`config.mk`:
```
export PLATFORM = sky130hd
export DESIGN_NAME = keyed_watchdog
export DESIGN_NICKNAME = d
export VERILOG_FILES = /design/src/rtl/keyed_watchdog_pkg.sv /design/src/rtl/kw_regs.sv /design/src/rtl/kw_prescaler.sv /design/src/rtl/kw_counter.sv /design/src/rtl/keyed_watchdog.sv
export SDC_FILE = /design/constraint.sdc
export NUM_CORES = 1
export LEC_CHECK = 0
export BUFFER_PORTS_ARGS = -buffer_cell sky130_fd_sc_hd__buf_2
export CELL_PAD_IN_SITES_DETAIL_PLACEMENT = 1
export CELL_PAD_IN_SITES_GLOBAL_PLACEMENT = 1
export CORE_AREA = 2 2 113 115
export DETAILED_ROUTE_END_ITERATION = 7
export DIE_AREA = 0 0 115 117
export GPL_ROUTABILITY_DRIVEN = 0
export PLACE_DENSITY = 0.79
export RECOVER_POWER = 100
export SETUP_SLACK_MARGIN = 0.4
export SYNTH_ARGS = -nofsm -noshare
export SYNTH_HDL_FRONTEND = slang
export SYNTH_SLANG_ARGS = --single-unit
```
`constraint.sdc`:
```
create_clock -name clk -period 5.7 [get_ports clk]
set_clock_uncertainty 0.2 [all_clocks]
set_input_delay 0.57 -clock clk [delete_from_list [all_inputs] [get_ports clk]]
set_output_delay 0.57 -clock clk [all_outputs]
set_load 0.005 [all_outputs]
```
`src/rtl/keyed_watchdog_pkg.sv`:
```
package keyed_watchdog_pkg;

    localparam int CNT_W      = 12;
    localparam int CODE_W     = 4;
    localparam int BASE_SHIFT = 2;
    localparam int MAX_CODE   = 8;
    localparam int PDIV_W     = BASE_SHIFT + MAX_CODE;
    localparam int DATA_W     = 32;
    localparam int ADDR_W     = 5;

    localparam logic [15:0] KEY_REFRESH = 16'hAAAA;
    localparam logic [15:0] KEY_UNLOCK  = 16'h5555;
    localparam logic [15:0] KEY_START   = 16'hCCCC;

    localparam int EW_ACK_BIT = 14;
    localparam int EW_EN_BIT  = 15;

    typedef enum logic [2:0] {
        SEL_KEY, SEL_PRE, SEL_RLD, SEL_STAT, SEL_WIN, SEL_EWC, SEL_NONE
    } reg_sel_e;

    typedef struct packed {
        logic start;
        logic refresh;
        logic ack;
    } key_cmd_t;

    typedef struct packed {
        logic [CODE_W-1:0] code;
        logic [CNT_W-1:0]  reload;
        logic [CNT_W-1:0]  cmp;
        logic              ew_en;
    } wd_cfg_t;

    function automatic reg_sel_e decode_addr(input logic [ADDR_W-1:0] a);
        case (a)
            5'h00:   return SEL_KEY;
            5'h04:   return SEL_PRE;
            5'h08:   return SEL_RLD;
            5'h0C:   return SEL_STAT;
            5'h10:   return SEL_WIN;
            5'h14:   return SEL_EWC;
            default: return SEL_NONE;
        endcase
    endfunction

    // Terminal value of the prescaler phase counter: 4*2^code - 1, clamped.
    function automatic logic [PDIV_W-1:0] ratio_m1(input logic [CODE_W-1:0] code);
        logic [CODE_W-1:0] c;
        logic [PDIV_W:0]   r;
        c = (code > CODE_W'(MAX_CODE)) ? CODE_W'(MAX_CODE) : code;
        r = (PDIV_W+1)'(1) << (BASE_SHIFT + int'(c));
        return PDIV_W'(r - 1'b1);
    endfunction

endpackage

```
`src/rtl/kw_regs.sv`:
```
module kw_regs
    import keyed_watchdog_pkg::*;
#(
    parameter int PEND_CYCLES = 4
) (
    input  logic              clk,
    input  logic              rst,
    input  logic              bus_wr,
    input  logic [ADDR_W-1:0] bus_addr,
    input  logic [DATA_W-1:0] bus_wdata,
    output logic [DATA_W-1:0] bus_rdata,
    output wd_cfg_t           cfg,
    output key_cmd_t          cmd,
    output logic              unlocked,
    output logic [CNT_W-1:0]  rld_shadow
);
    localparam int PB_W = $clog2(PEND_CYCLES + 1);
    localparam int NUPD = 2;

    reg_sel_e          sel;
    logic [15:0]       key;
    logic              key_wr;
    logic [CODE_W-1:0] pre_sh, pre_act;
    logic [CNT_W-1:0]  rld_sh, rld_act;
    logic [CNT_W-1:0]  win_q;
    logic [CNT_W-1:0]  cmp_q;
    logic              en_q;
    logic [NUPD-1:0]   upd_req;
    logic [NUPD-1:0]   pend_flag;
    logic [NUPD-1:0]   commit;

    assign sel    = decode_addr(bus_addr);
    assign key    = bus_wdata[15:0];
    assign key_wr = bus_wr && (sel == SEL_KEY);

    assign cmd.start   = key_wr && (key == KEY_START);
    assign cmd.refresh = key_wr && (key == KEY_REFRESH);
    assign cmd.ack     = bus_wr && (sel == SEL_EWC) && bus_wdata[EW_ACK_BIT];

    assign upd_req[0] = bus_wr && (sel == SEL_PRE) && unlocked;
    assign upd_req[1] = bus_wr && (sel == SEL_RLD) && unlocked;

    // One settling tracker per slow-domain value (code, reload).
    for (genvar i = 0; i < NUPD; i++) begin : g_pend
        logic [PB_W-1:0] left_q;
        always_ff @(posedge clk) begin
            if (rst)
                left_q <= '0;
            else if (upd_req[i])
                left_q <= PB_W'(PEND_CYCLES);
            else if (left_q != '0)
                left_q <= left_q - 1'b1;
        end
        assign pend_flag[i] = (left_q != '0);
        assign commit[i]    = (left_q == PB_W'(1)) && !upd_req[i];
    end

    always_ff @(posedge clk) begin
        if (rst) begin
            unlocked <= 1'b0;
            pre_sh   <= '0;
            rld_sh   <= '1;
            win_q    <= '1;
            cmp_q    <= '0;
            en_q     <= 1'b0;
        end else if (bus_wr) begin
            case (sel)
                SEL_KEY: begin
                    if (key == KEY_UNLOCK)
                        unlocked <= 1'b1;
                    else if (key != KEY_REFRESH && key != KEY_START)
                        unlocked <= 1'b0;
                end
                SEL_PRE: if (unlocked) pre_sh <= bus_wdata[CODE_W-1:0];
                SEL_RLD: if (unlocked) rld_sh <= bus_wdata[CNT_W-1:0];
                SEL_WIN: if (unlocked) win_q  <= bus_wdata[CNT_W-1:0];
                SEL_EWC: if (unlocked) begin
                    cmp_q <= bus_wdata[CNT_W-1:0];
                    en_q  <= bus_wdata[EW_EN_BIT];
                end
                default: ;
            endcase
        end
    end

    always_ff @(posedge clk) begin
        if (rst) begin
            pre_act <= '0;
            rld_act <= '1;
        end else begin
            if (commit[0]) pre_act <= pre_sh;
            if (commit[1]) rld_act <= rld_sh;
        end
    end

    assign cfg.code   = pre_act;
    assign cfg.reload = rld_act;
    assign cfg.cmp    = cmp_q;
    assign cfg.ew_en  = en_q;
    assign rld_shadow = rld_sh;

    always_comb begin
        bus_rdata = '0;
        case (sel)
            SEL_PRE:  bus_rdata = DATA_W'(pre_sh);
            SEL_RLD:  bus_rdata = DATA_W'(rld_sh);
            SEL_STAT: bus_rdata = DATA_W'(pend_flag);
            SEL_WIN:  bus_rdata = DATA_W'(win_q);
            SEL_EWC: begin
                bus_rdata[CNT_W-1:0]  = cmp_q;
                bus_rdata[EW_EN_BIT]  = en_q;
            end
            default:  bus_rdata = '0;
        endcase
    end
endmodule

```
`src/rtl/kw_prescaler.sv`:
```
module kw_prescaler
    import keyed_watchdog_pkg::*;
(
    input  logic              clk,
    input  logic              rst,
    input  logic              run,
    input  logic              restart,
    input  logic [CODE_W-1:0] code,
    output logic              tick
);
    logic [PDIV_W-1:0] phase_q;
    logic [PDIV_W-1:0] last;
    logic              at_end;

    assign last   = ratio_m1(code);
    assign at_end = (phase_q >= last);
    assign tick   = run && !restart && at_end;

    always_ff @(posedge clk) begin
        if (rst || restart || !run)
            phase_q <= '0;
        else if (at_end)
            phase_q <= '0;
        else
            phase_q <= phase_q + 1'b1;
    end
endmodule

```
`src/rtl/kw_counter.sv`:
```
module kw_counter
    import keyed_watchdog_pkg::*;
(
    input  logic     clk,
    input  logic     rst,
    input  key_cmd_t cmd,
    input  logic     tick,
    input  wd_cfg_t  cfg,
    output logic     running,
    output logic     rst_req,
    output logic     early_irq
);
    logic [CNT_W-1:0] cnt_q;
    logic             load;
    logic             step;
    logic             expire;
    logic             hit_cmp;

    assign load    = cmd.start || cmd.refresh;
    assign step    = running && tick && !load;
    assign expire  = step && (cnt_q == '0);
    assign hit_cmp = step && (cnt_q != '0) && cfg.ew_en
                     && ((cnt_q - 1'b1) == cfg.cmp);

    always_ff @(posedge clk) begin
        if (rst) begin
            running   <= 1'b0;
            cnt_q     <= '1;
            rst_req   <= 1'b0;
            early_irq <= 1'b0;
        end else begin
            rst_req <= expire;
            if (cmd.start)
                running <= 1'b1;

            if (load || expire)
                cnt_q <= cfg.reload;
            else if (step)
                cnt_q <= cnt_q - 1'b1;

            if (cmd.ack || load || expire)
                early_irq <= 1'b0;
            else if (hit_cmp)
                early_irq <= 1'b1;
        end
    end
endmodule

```
`src/rtl/keyed_watchdog.sv`:
```
module keyed_watchdog
    import keyed_watchdog_pkg::*;
#(
    parameter int PEND_CYCLES = 4
) (
    input  logic              clk,
    input  logic              rst,
    input  logic              bus_wr,
    input  logic [ADDR_W-1:0] bus_addr,
    input  logic [DATA_W-1:0] bus_wdata,
    output logic [DATA_W-1:0] bus_rdata,
    output logic              rst_req,
    output logic              early_irq
);
    wd_cfg_t          cfg;
    key_cmd_t         cmd;
    logic             unlocked;
    logic [CNT_W-1:0] rld_shadow;
    logic             running;
    logic             tick;

    kw_regs #(.PEND_CYCLES(PEND_CYCLES)) u_regs (
        .clk        (clk),
        .rst        (rst),
        .bus_wr     (bus_wr),
        .bus_addr   (bus_addr),
        .bus_wdata  (bus_wdata),
        .bus_rdata  (bus_rdata),
        .cfg        (cfg),
        .cmd        (cmd),
        .unlocked   (unlocked),
        .rld_shadow (rld_shadow)
    );

    kw_prescaler u_pre (
        .clk     (clk),
        .rst     (rst),
        .run     (running),
        .restart (cmd.start || cmd.refresh),
        .code    (cfg.code),
        .tick    (tick)
    );

    kw_counter u_cnt (
        .clk       (clk),
        .rst       (rst),
        .cmd       (cmd),
        .tick      (tick),
        .cfg       (cfg),
        .running   (running),
        .rst_req   (rst_req),
        .early_irq (early_irq)
    );
endmodule

```
==> out/qor.txt, run 1 <==
I/O pin cnt = 74
Worst Tran Pin Value = 1.243 ns
Synth Flop Type = dfxtp_1
CP max stage delay = 0.50 ns
Cells after Synth = 618
CTS tree = yes
Sum of negative setup slack = 0 ns
Clk sink count = 89
Skew-Pair Late Insertion Delay = 0.35 ns
Top post-synthesis cells by area = dfxtp_1, a211o_1, ha_1
Die Ht = 117 µm
Maximum VDD drop = 0.1474 mV
Reg2Reg Launch Point = u_regs.pre_act[3]
CORE AREA = 12310 µm²
Library cells used by synthesis = 64
Vias per inst = 5.658
Vias in the first global route = 4462
Max Clock Freq = 199.5 MHz
TritonCTS Buffers = 9
Area Growth Syn to Fin = 9.370%
Hold Crit Class = flip-flop to flip-flop
Seq/Total Area, Yosys = 34.75%
Asr flop ratio synth = 0%
Worst EP required = 5.78 ns
Synthesized area = 5127 µm²
Diodes inserted = 0
Via count = 4481
Total Wirelength = 14150 µm
Cells along the critical path = inv_1 -> nand2_1 -> inv_1 -> ha_1 -> xnor2_2 -> nor2b_1 -> nand3b_1 -> ha_1 -> nor2_1 -> nand3_1 -> a21oi_1 -> a21oi_1 -> ha_1 -> a21oi_1 -> a211oi_1 -> or2_2 -> or2_2 -> a31o_1 -> nand2b_1 -> a2bb2oi_1
Status = complete, no violations
Hold depth = 1
Initial antenna violation count = 0
DP Wirelength = 10350 µm
Die area = 13460 µm²
Port buffer count = 38
Share of layout cells above drive strength 1 = 9.502%
CTS HTree Levels = 3
Top cell type's share of synthesized area = 34.75%
Pin count of the biggest net entering global routing = 76
Slowest cell on crit path = dfxtp_1
First-pass GRT wire length = 22670 µm
Post-synthesis sequential element count = 89
# fillers = 1491
# Post-CTS Setup Buffers = 0
Reg2reg end = u_cnt.cnt_q[2]
Post-synth EDFFs = 0
Grt ovf = 0
Most common cell in the netlist = dfxtp_1
RSZ-0062 raised after global routing = false
Post-layout min period = 5.013 ns
Crit path max fanout = 8
Top cells by count, synth = dfxtp_1, nor2_1, nand2_1, a21oi_1, a211o_1
Hold Crit Endpoint = u_cnt.cnt_q[8]
Footprint of the multi-input gates = 3090 µm²
First DRT Iteration DRCs = 232
Initial Utilization = 41.65%
Nets = 701
Post-route ant nets = 0
Worst EP arrival = 5.09 ns
Leak = 1.977 nW
Reg2Reg Depth = 20
Fin. Hold Viols = 0
Clock Pin Slew Worst Setup and Hold Paths = 0.06 ns
Post-DR wirelength/cell = 17.86 µm
Pwr/cell area = 262.4 nW/µm²
Final period util = 87.94%
Row count = 41
Clock Path Buffers = 2
Rel. slew slack = 17.11%
R2R Setup Slk = 0.69 ns
FF/Latch Area = 1782 µm²
Crit path kind = flip-flop to flip-flop
CP endpoint kind = flip-flop
Cell count after placement = 776
DIE WIDTH = 115 µm
Clock Root Buffer = clkbuf_16
Post-route DRC = 0
Yosys top cell by area = dfxtp_1
Post-route non-filler standard cell count = 792
Total power = 1.471 mW
Final setup viols = 0
Final Max Slew Viols = 0
Worst setup SP type = flip-flop
Max cap viols = 0
Mapped Avg Cell Area = 8.297 µm²
YS warnings = 0
Total track usage = 21.76%
Hold_sp = u_regs.rld_act[8]
Drt pass-1 iters = 4
Fin Hold WS = 0.2634 ns
## cell families after synthesis
family                   Yosys count  share of synthesized area, %
flip-flops                        89                         34.75
other                              1                       0.07314
multiplexers                      11                         2.172
adder cells (fa/ha/maj)           24                         5.857
AND/OR/NAND/NOR                  237                         24.38
XOR/XNOR                          28                         4.783
AO/OA/AOI/OAI                    155                         20.82
buffers and inverters             73                         7.174
## per-layer routing
metal	vias to the layer above	global-route usage (%)	routed length (µm)
li1	2190	-	-
met1	2186	27.89	6485
met2	74	36.16	6720
met3	31	3.296	477
met4	0	10.28	463
met5	-	0	0
## cell usage in the layout (no fill, tap or decap), types with 5 or more instances in the layout
master,Yosys,layout
a22oi_1,11,11
o21ai_0,13,13
dfxtp_1,89,89
a31oi_1,6,6
clkinvlp_4,0,6
buf_2,6,24
nor4bb_1,5,5
xor2_1,15,15
nand2_1,58,58
a211o_1,38,38
a211oi_1,6,6
mux2i_1,10,10
xnor2_1,13,12
nor2b_1,36,36
a21oi_1,50,50
clkbuf_1,26,19
ha_1,24,24
nor3_1,12,11
conb_1,1,19
nor2_1,62,62
nand3_1,18,18
clkbuf_16,0,9
and2b_1,6,6
inv_1,19,19
## worst max-delay path, delay by kind of cell (launching register included)
family	cells	cell delay, ns
and+or+nand+nor	8	1.85
AOI/OAI and AO/OA	6	1.02
adders and majority gates	3	0.86
DFF	1	0.50
xor gates and xnor gates	1	0.28
buffers and inverters	2	0.20
## how the worst max path moves through the flow
stage / cells past startpoint / slack, ns / to / from
floorplan: 20 / 1.43 / u_cnt.cnt_q[10] / u_regs.pre_act[3]
global placement: 19 / 0.78 / u_cnt.early_irq / u_regs.pre_act[3]
detailed placement: 19 / 0.41 / u_cnt.early_irq / u_regs.pre_act[3]
CTS: 18 / 0.59 / u_cnt.early_irq / u_regs.pre_act[3]
global route: 20 / 0.31 / u_cnt.cnt_q[2] / u_regs.pre_act[3]
finish: 20 / 0.69 / u_cnt.cnt_q[2] / u_regs.pre_act[3]
## metrics by stage
step                      setup slack (ns)  instance area [µm²]  util, %
after floorplan                      1.425                 5195        -
after global placement              0.7776                 5334    43.32
after detailed placement            0.4145                 5334    43.32
after CTS                           0.5896                 5617    45.62
after global routing                0.3104                 5608    45.55
final                               0.6871                 5608    45.55
## flip-flops by register name, summed over array words and instances, names as in the netlist
name	count
u_cnt.cnt_q	12
u_regs.cmp_q	12
u_regs.rld_act	12
u_regs.rld_shadow	12
u_regs.win_q	12
u_pre.phase_q	10
u_regs.g_pend.left_q	6
u_regs.pre_act	4
u_regs.pre_sh	4
u_cnt.early_irq	1
u_cnt.rst_req	1
u_cnt.running	1
u_regs.en_q	1
u_regs.unlocked	1
## report_power, final
part / switching (mW) / internal, mW
registers: 0.0241 / 0.666
logic: 0.125 / 0.0949
clock network: 0.266 / 0.296
## what timing repair did
action | in CTS | in global routing
setup endpoints to repair | 1 | 11
gates resized for setup | 2 | 5
hold buffers | 0 | 0
endpoints found under the hold margin | 0 | 0
## cell type report
type                       instances  area share, %
clock buffer                      10          4.083
clock inverter                     6         0.8032
inverter                          19          1.272
multi-input combinational        474          55.11
sequential                        89          31.77
tap                              150          3.347
timing repair buffer              44          3.614
Note: power is estimated with default switching activity, not from simulation.
==> run 2, diff against run 1 <==
--- a/config.mk
+++ b/config.mk
@@ -9,6 +9,7 @@
 export CELL_PAD_IN_SITES_DETAIL_PLACEMENT = 1
 export CELL_PAD_IN_SITES_GLOBAL_PLACEMENT = 1
 export CORE_AREA = 2 2 113 115
+export CTS_CLUSTER_SIZE = 16
 export DETAILED_ROUTE_END_ITERATION = 7
 export DIE_AREA = 0 0 115 117
 export GPL_ROUTABILITY_DRIVEN = 0
==> constraint.sdc (replaced) <==
create_clock -name clk -period 5.7 [get_ports clk]
set_clock_uncertainty 0.2 [all_clocks]
set_input_delay 0 -clock clk [delete_from_list [all_inputs] [get_ports clk]]
set_output_delay 0 -clock clk [all_outputs]
set_load 0.005 [all_outputs]
==> run 2 against run 1 <==
Effect of this change:
- flip-flop and latch count is the same
- hold slack lost 0.20 ns
- cell count grew 2.1%
- clock power grew 15%
- wire length grew 4.3%
- total power grew 6.4%
- worst setup slack lost 0.10 ns
- utilization grew 1.5 points
- maximum frequency shrank 2.0%
- first-iteration DRC count grew 3.9%
- critical path depth shrank 1
- critical path type unchanged
- critical endpoint is now u_cnt.cnt_q[10]
- largest power group unchanged
==> out/qor.txt, run 2 (synthesized netlist as in run 1, its figures left out) <==
Post-route DRC = 0 (unchanged)
Clock Pin Slew Worst Setup and Hold Paths = 0.06 ns (about the same)
Maximum VDD drop = 0.1908 mV (+29%)
Drt pass-1 iters = 4 (unchanged)
Pin count of the biggest net entering global routing = 76 (unchanged)
Diodes inserted = 0 (unchanged)
Final setup viols = 0 (unchanged)
Hold Crit Class = input port to flip-flop
CP endpoint kind = flip-flop
Crit path kind = flip-flop to flip-flop
Most common cell after layout, fill and taps aside = dfxtp_1
Final period util = 89.78% (+1.8 points)
Vias per inst = 5.601 (-1.0%)
I/O pin cnt = 74 (unchanged)
Sw power = 0.4041 mW (-2.7%)
CTS tree = yes
Sw Ratio = 25.81% (-2.4 points)
Total track usage = 22.72% (+0.96 points)
Post-DR wirelength/cell = 18.24 µm (+2.1%)
DP Wirelength = 10170 µm (-1.7%)
Via count = 4531 (+1.1%)
Area Growth Syn to Fin = 13.06%
Vias in the first global route = 4715 (+5.7%)
Gate power share = 14.6% (-0.3 points)
Max cap viols = 0 (unchanged)
Leak = 2.081 nW (+5.3%)
Final Max Slew Viols = 0 (unchanged)
First DRT Iteration DRCs = 241 (+3.9%)
First-pass GRT wire length = 23810 µm (+5.0%)
Worst setup SP type = flip-flop
Post-layout min period = 5.118 ns (+0.1047 ns)
Initial Utilization = 41.65% (unchanged)
Grt ovf = 0 (unchanged)
Total Wirelength = 14760 µm (+4.3%)
Row count = 41 (unchanged)
Die Ht = 117 µm (unchanged)
Clock Root Buffer = clkbuf_16
Most frequent cells in the layout = dfxtp_1, nor2_1, nand2_1, a21oi_1, a211o_1
DIE WIDTH = 115 µm (unchanged)
Worst Tran Pin Value = 1.207 ns (-0.03658 ns)
Sum of negative setup slack = 0 ns (unchanged)
TritonCTS Buffers = 9 (unchanged)
Port buffer count = 38 (unchanged)
Internal power = 1.161 mW (+10%)
CORE AREA = 12310 µm² (unchanged)
Nets = 719 (+2.6%)
Worst EP arrival = 5.21 ns (+0.12 ns)
Worst EP required = 5.79 ns (about the same)
Post-route ant nets = 0 (unchanged)
Clock power frac = 41.2% (+3.0 points)
Status = complete, no violations
Final core occ = 47.08% (+1.5 points)
Clock Path Buffers = 2 (unchanged)
Pwr/cell area = 270.1 nW/µm² (+2.9%)
Initial antenna violation count = 0 (unchanged)
# Post-CTS Setup Buffers = 0 (unchanged)
RSZ-0062 raised after global routing = false
Fin. Hold Viols = 0 (unchanged)
CTS HTree Levels = 3 (unchanged)
Die area = 13460 µm² (unchanged)
Clk sink count = 89 (unchanged)
Skew-Pair Late Insertion Delay = 0.36 ns (about the same)
Share of layout cells above drive strength 1 = 8.649% (-0.85 points)
Max Clock Freq = 195.4 MHz (-2.0%)
Crit path max fanout = 9 (+1)
# fillers = 1498 (+0.47%)
Rel. slew slack = 19.55% (+2.4 points)
Sequential Power Share = 44.1% (-2.8 points)
[run 2: changes by cell type in the layout (fill, tap and decap cells not counted), sizes merged]
cell,change
bufinv,+2
dlygate4sd3,+18
clkinvlp,-4
clkbuf,+1
clkinv,+1
buf,-1
[run 2: timing repair]
action	in CTS	in global routing
resized for setup	1	2
setup endpoints to repair	1	12
endpoints found under the hold margin	45	0
hold buffers	18	0
[run 2: cell type report]
type / instances / area (µm²) / area share, %
clock buffer: 10 / 239.0 / 4.123
clock inverter: 5 / 80.08 / 1.381
inverter: 19 / 71.32 / 1.230
multi-input combinational: 474 / 3055 / 52.71
sequential: 89 / 1782 / 30.74
tap: 150 / 187.7 / 3.238
timing repair buffer: 62 / 381.6 / 6.583
[run 2: final timing paths]
kind | from | endpoint | slack (ns) | cells past startpoint
setup / recovery | u_regs.pre_act[3] | u_cnt.cnt_q[10] | 0.58 | 19
setup reg to reg | u_regs.pre_act[3] | u_cnt.cnt_q[10] | 0.58 | 19
hold / removal | bus_wdata[13] | u_cnt.running | 0.06 | 6
hold reg to reg | u_regs.rld_act[8] | u_cnt.cnt_q[8] | 0.26 | 1
[run 2: metal layers]
metal	wire length, µm	GRT usage [%]	up-vias
li1	-	-	2219
met2	7256	39.06	81
met3	499	3.759	29
met1	6688	28.44	2202
met4	313	9.317	0
met5	0	0	-
[run 2: worst max-delay path, stage by stage, from the launching register on]
cell and delay [ns]:
dfxtp_1 0.48, inv_1 0.12, nand2_1 0.15, inv_1 0.09
ha_1 0.24, xnor2_1 0.42, nor2b_1 0.34, nand3b_1 0.15
ha_1 0.29, nor2_1 0.19, nand3_1 0.11, a21oi_1 0.17
a21oi_1 0.07, ha_1 0.33, a41oi_1 0.11, o31ai_1 0.47
o21ai_2 0.26, or3_1 0.41, or3_1 0.36, nand4_1 0.09
[run 2: metrics by stage]
step / cells / power, mW / instance area, µm² / setup slack [ns] / hold slack [ns]
floorplan: 636 / 0.8788 / 5195 / 1.425 / -0.08910
global placement: 776 / 0.9120 / 5334 / 0.7938 / 0.06962
detailed placement: 776 / 0.9265 / 5334 / 0.5253 / 0.07691
CTS: 809 / 1.584 / 5838 / 0.4854 / 0.006532
global route: 809 / 1.637 / 5797 / 0.2263 / 0.1398
finish: 809 / 1.565 / 5797 / 0.5824 / 0.06357
[run 2: power by group through the flow]
stage	clock network, mW	logic, mW	registers [mW]
global placement	0	0.209	0.703
floorplan	0	0.183	0.695
finish	0.645	0.229	0.691
global route	0.683	0.259	0.695
detailed placement	0	0.222	0.705
CTS	0.659	0.233	0.691
==> run 3, diff against run 2 <==
--- a/config.mk
+++ b/config.mk
@@ -5,15 +5,16 @@
 export SDC_FILE = /design/constraint.sdc
 export NUM_CORES = 1
 export LEC_CHECK = 0
+export ABC_AREA = 1
 export BUFFER_PORTS_ARGS = -buffer_cell sky130_fd_sc_hd__buf_2
 export CELL_PAD_IN_SITES_DETAIL_PLACEMENT = 1
 export CELL_PAD_IN_SITES_GLOBAL_PLACEMENT = 1
-export CORE_AREA = 2 2 113 115
+export CORE_AREA = 2 2 115 117
 export CTS_CLUSTER_SIZE = 16
 export DETAILED_ROUTE_END_ITERATION = 7
-export DIE_AREA = 0 0 115 117
+export DIE_AREA = 0 0 117 119
 export GPL_ROUTABILITY_DRIVEN = 0
-export PLACE_DENSITY = 0.79
+export PLACE_DENSITY = 0.8
 export RECOVER_POWER = 100
 export SETUP_SLACK_MARGIN = 0.4
 export SYNTH_ARGS = -nofsm -noshare
==> run 3 against run 2 <==
Effect of this change:
- largest cell class unchanged
- wire length rose by 10%
- flip-flop and latch count did not move
- hold slack got worse by 0.036 ns
- design area rose by 3.7%
- synthesized area rose by 2.5%
- global-route usage rose by 1.6 points
- total power rose by 24%
- critical path depth rose by 2
==> out/qor.txt, run 3 <==
CORE AREA = 12870 µm² (+4.6%)
Total Wirelength = 16230 µm (+10%)
Final Max Slew Viols = 0 (unchanged)
Sum of negative setup slack = 0 ns (unchanged)
Worst setup SP type = flip-flop
Mapped Avg Cell Area = 7.033 µm² (-15%)
Vias per inst = 5.334 (-4.8%)
Share of layout cells above drive strength 1 = 7.711% (-0.94 points)
Initial Utilization = 40.81% (-0.84 points)
Die Ht = 119 µm (+1.7%)
Die area = 13920 µm² (+3.5%)
Clock Root Buffer = clkbuf_16
Post-layout min period = 4.644 ns (-0.4737 ns)
Post-route DRC = 0 (unchanged)
I/O pin cnt = 74 (unchanged)
Cells after Synth = 747 (+21%)
Pin count of the biggest net entering global routing = 72 (-5.3%)
Clock Path Buffers = 2 (unchanged)
Pwr/cell area = 323.6 nW/µm² (+20%)
Worst EP arrival = 4.65 ns (-0.56 ns)
FF/Latch Area = 1782 µm² (unchanged)
Clock Pin Slew Worst Setup and Hold Paths = 0.07 ns (about the same)
Asr flop ratio synth = 0% (unchanged)
Maximum VDD drop = 0.1894 mV (-0.74%)
Fin Hold WS = 0.02729 ns (-0.03628 ns)
Library cells used by synthesis = 39 (-39%)
Post-route ant nets = 0 (unchanged)
Final setup margin = 1.056 ns (+0.4737 ns)
Synthesized area = 5254 µm² (+2.5%)
YS warnings = 0 (unchanged)
Drt pass-1 iters = 5 (+1)
First-pass GRT wire length = 26540 µm (+11%)
DIE WIDTH = 117 µm (+1.7%)
# fillers = 1658 (+11%)
Initial antenna violation count = 0 (unchanged)
Area Growth Syn to Fin = 14.41%
Most common cell in the netlist = nand2_1
First DRT Iteration DRCs = 240 (-0.41%)
Fin. Hold Viols = 0 (unchanged)
Most common cell after layout, fill and taps aside = nand2_1
Final setup viols = 0 (unchanged)
CTS HTree Levels = 3 (unchanged)
Leak = 2.899 nW (+39%)
DP Wirelength = 10920 µm (+7.4%)
Status = complete, no violations
Row count = 42 (+2.4%)
Clk sink count = 89 (unchanged)
Post-DR wirelength/cell = 16.56 µm (-9.2%)
Via count = 5227 (+15%)
Port buffer count = 38 (unchanged)
Total track usage = 24.29% (+1.6 points)
Seq/Total Area, Yosys = 33.91% (-0.84 points)
Skew-Pair Late Insertion Delay = 0.36 ns (about the same)
Area after DPL = 5465 µm² (+2.5%)
Rel. slew slack = 5.244% (-14 points)
Worst EP required = 5.70 ns (-0.09 ns)
Crit path max fanout = 16 (+7)
Top cell type's share of synthesized area = 33.91% (-0.84 points)
Post-synth EDFFs = 0 (unchanged)
Top post-synthesis cells by area = dfxtp_1, nand2_1, inv_1
Final period util = 81.47% (-8.3 points)
Dpl ws = 1.508 ns (+0.9827 ns)
TritonCTS Buffers = 9 (unchanged)
RSZ-0062 raised after global routing = false
Yosys top cell by area = dfxtp_1
CP endpoint kind = flip-flop
Grt ovf = 0 (unchanged)
Vias in the first global route = 5367 (+14%)
Nets = 863 (+20%)
Final Cell Area = 6011 µm² (+3.7%)
Max Clock Freq = 215.3 MHz (+10%)
# Post-CTS Setup Buffers = 0 (unchanged)
Crit path kind = flip-flop to flip-flop
Worst Tran Pin Value = 1.416 ns (+0.2094 ns)
Top cells by count, synth = nand2_1, inv_1, dfxtp_1, nor2_1, nand3_1
Footprint of the multi-input gates = 2823 µm² (-7.6%)
Hold Crit Class = input port to flip-flop
Most frequent cells in the layout = nand2_1, inv_1, dfxtp_1, nor2_1, nand3_1
Post-synthesis sequential element count = 89 (unchanged)
Diodes inserted = 0 (unchanged)
Synth Flop Type = dfxtp_1
Max cap viols = 0 (unchanged)
CTS tree = yes
[run 3: final timing paths]
check	slack [ns]	startpoint	depth (start not counted)	end
setup / recovery	1.06	u_regs.pre_act[3]	21	u_cnt.cnt_q[8]
setup reg to reg	1.06	u_regs.pre_act[3]	21	u_cnt.cnt_q[8]
hold reg to reg	0.25	u_cnt.early_irq	2	u_cnt.early_irq
hold / removal	0.03	bus_addr[2]	4	u_cnt.running
[run 3: logic make-up (layout without fill, tap and decap cells)]
kind of cell | count (synthesis) | after routing | share of synthesized area (%)
and+or+nand+nor | 353 | 353 | 30.36
buffers and inverters | 142 | 181 | 12.29
AOI/OAI and AO/OA | 120 | 120 | 14.65
DFF | 89 | 89 | 33.91
adders and majority gates | 24 | 24 | 5.716
xor gates and xnor gates | 18 | 18 | 3.001
other | 1 | 19 | 0.07138
[run 3: power by group]
part | leakage [nW] | internal (mW) | switching [mW]
Clock | 0.173 | 0.454 | 0.264
Sequential | 0.722 | 0.681 | 0.0266
Combinational | 2.00 | 0.189 | 0.331
Total | 2.90 | 1.32 | 0.622
[run 3: critical path, cell delays in order, from the launching register on]
cell and delay [ns]:
dfxtp_1 0.40, inv_1 0.11, nand2_1 0.09, inv_1 0.08
ha_1 0.21, xor2_1 0.30, inv_1 0.16, nand3_1 0.12
ha_1 0.19, o31ai_1 0.11, nor2_1 0.14, xor2_1 0.09
ha_1 0.28, nand2_1 0.07, nor2_1 0.16, nand3_1 0.09
nand3_1 0.16, nand4_1 0.51, nand2_1 0.68, nand2_1 0.13
nand3_1 0.10, nand3_1 0.08
[run 3: stage by stage]
| stage | util, % | std cells | power (mW) |
|---|---|---|---|
| 3_5_place_dp | 42.45 | 937 | 1.235 |
| 5_1_grt | 46.69 | 980 | 2.067 |
| 4_1_cts | 47.31 | 980 | 1.959 |
| 2_1_floorplan | - | 765 | 1.112 |
| 3_3_place_gp | 42.45 | 937 | 1.188 |
| 6_report | 46.69 | 980 | 1.945 |
[run 3: repair_timing]
action	CTS	global route
hold buffers	27	0
hold endpoints to repair	51	0
resized for setup	0	0
[run 3: layer usage]
| metal | part of all wire [%] | vias to the layer above | GRT usage (%) |
|---|---|---|---|
| li1 | - | 2500 | - |
| met4 | 2.0 | 0 | 7.941 |
| met1 | 43 | 2562 | 30.92 |
| met2 | 50 | 139 | 41.11 |
| met5 | 0 | - | 0 |
| met3 | 4.5 | 26 | 4.427 |
[run 3: layout make-up]
type / instances / share of cell area, %
timing repair buffer: 66 / 7.639
clock inverter: 4 / 1.644
inverter: 99 / 6.182
clock buffer: 12 / 4.267
tap: 176 / 3.664
multi-input combinational: 534 / 46.96
sequential: 89 / 29.64
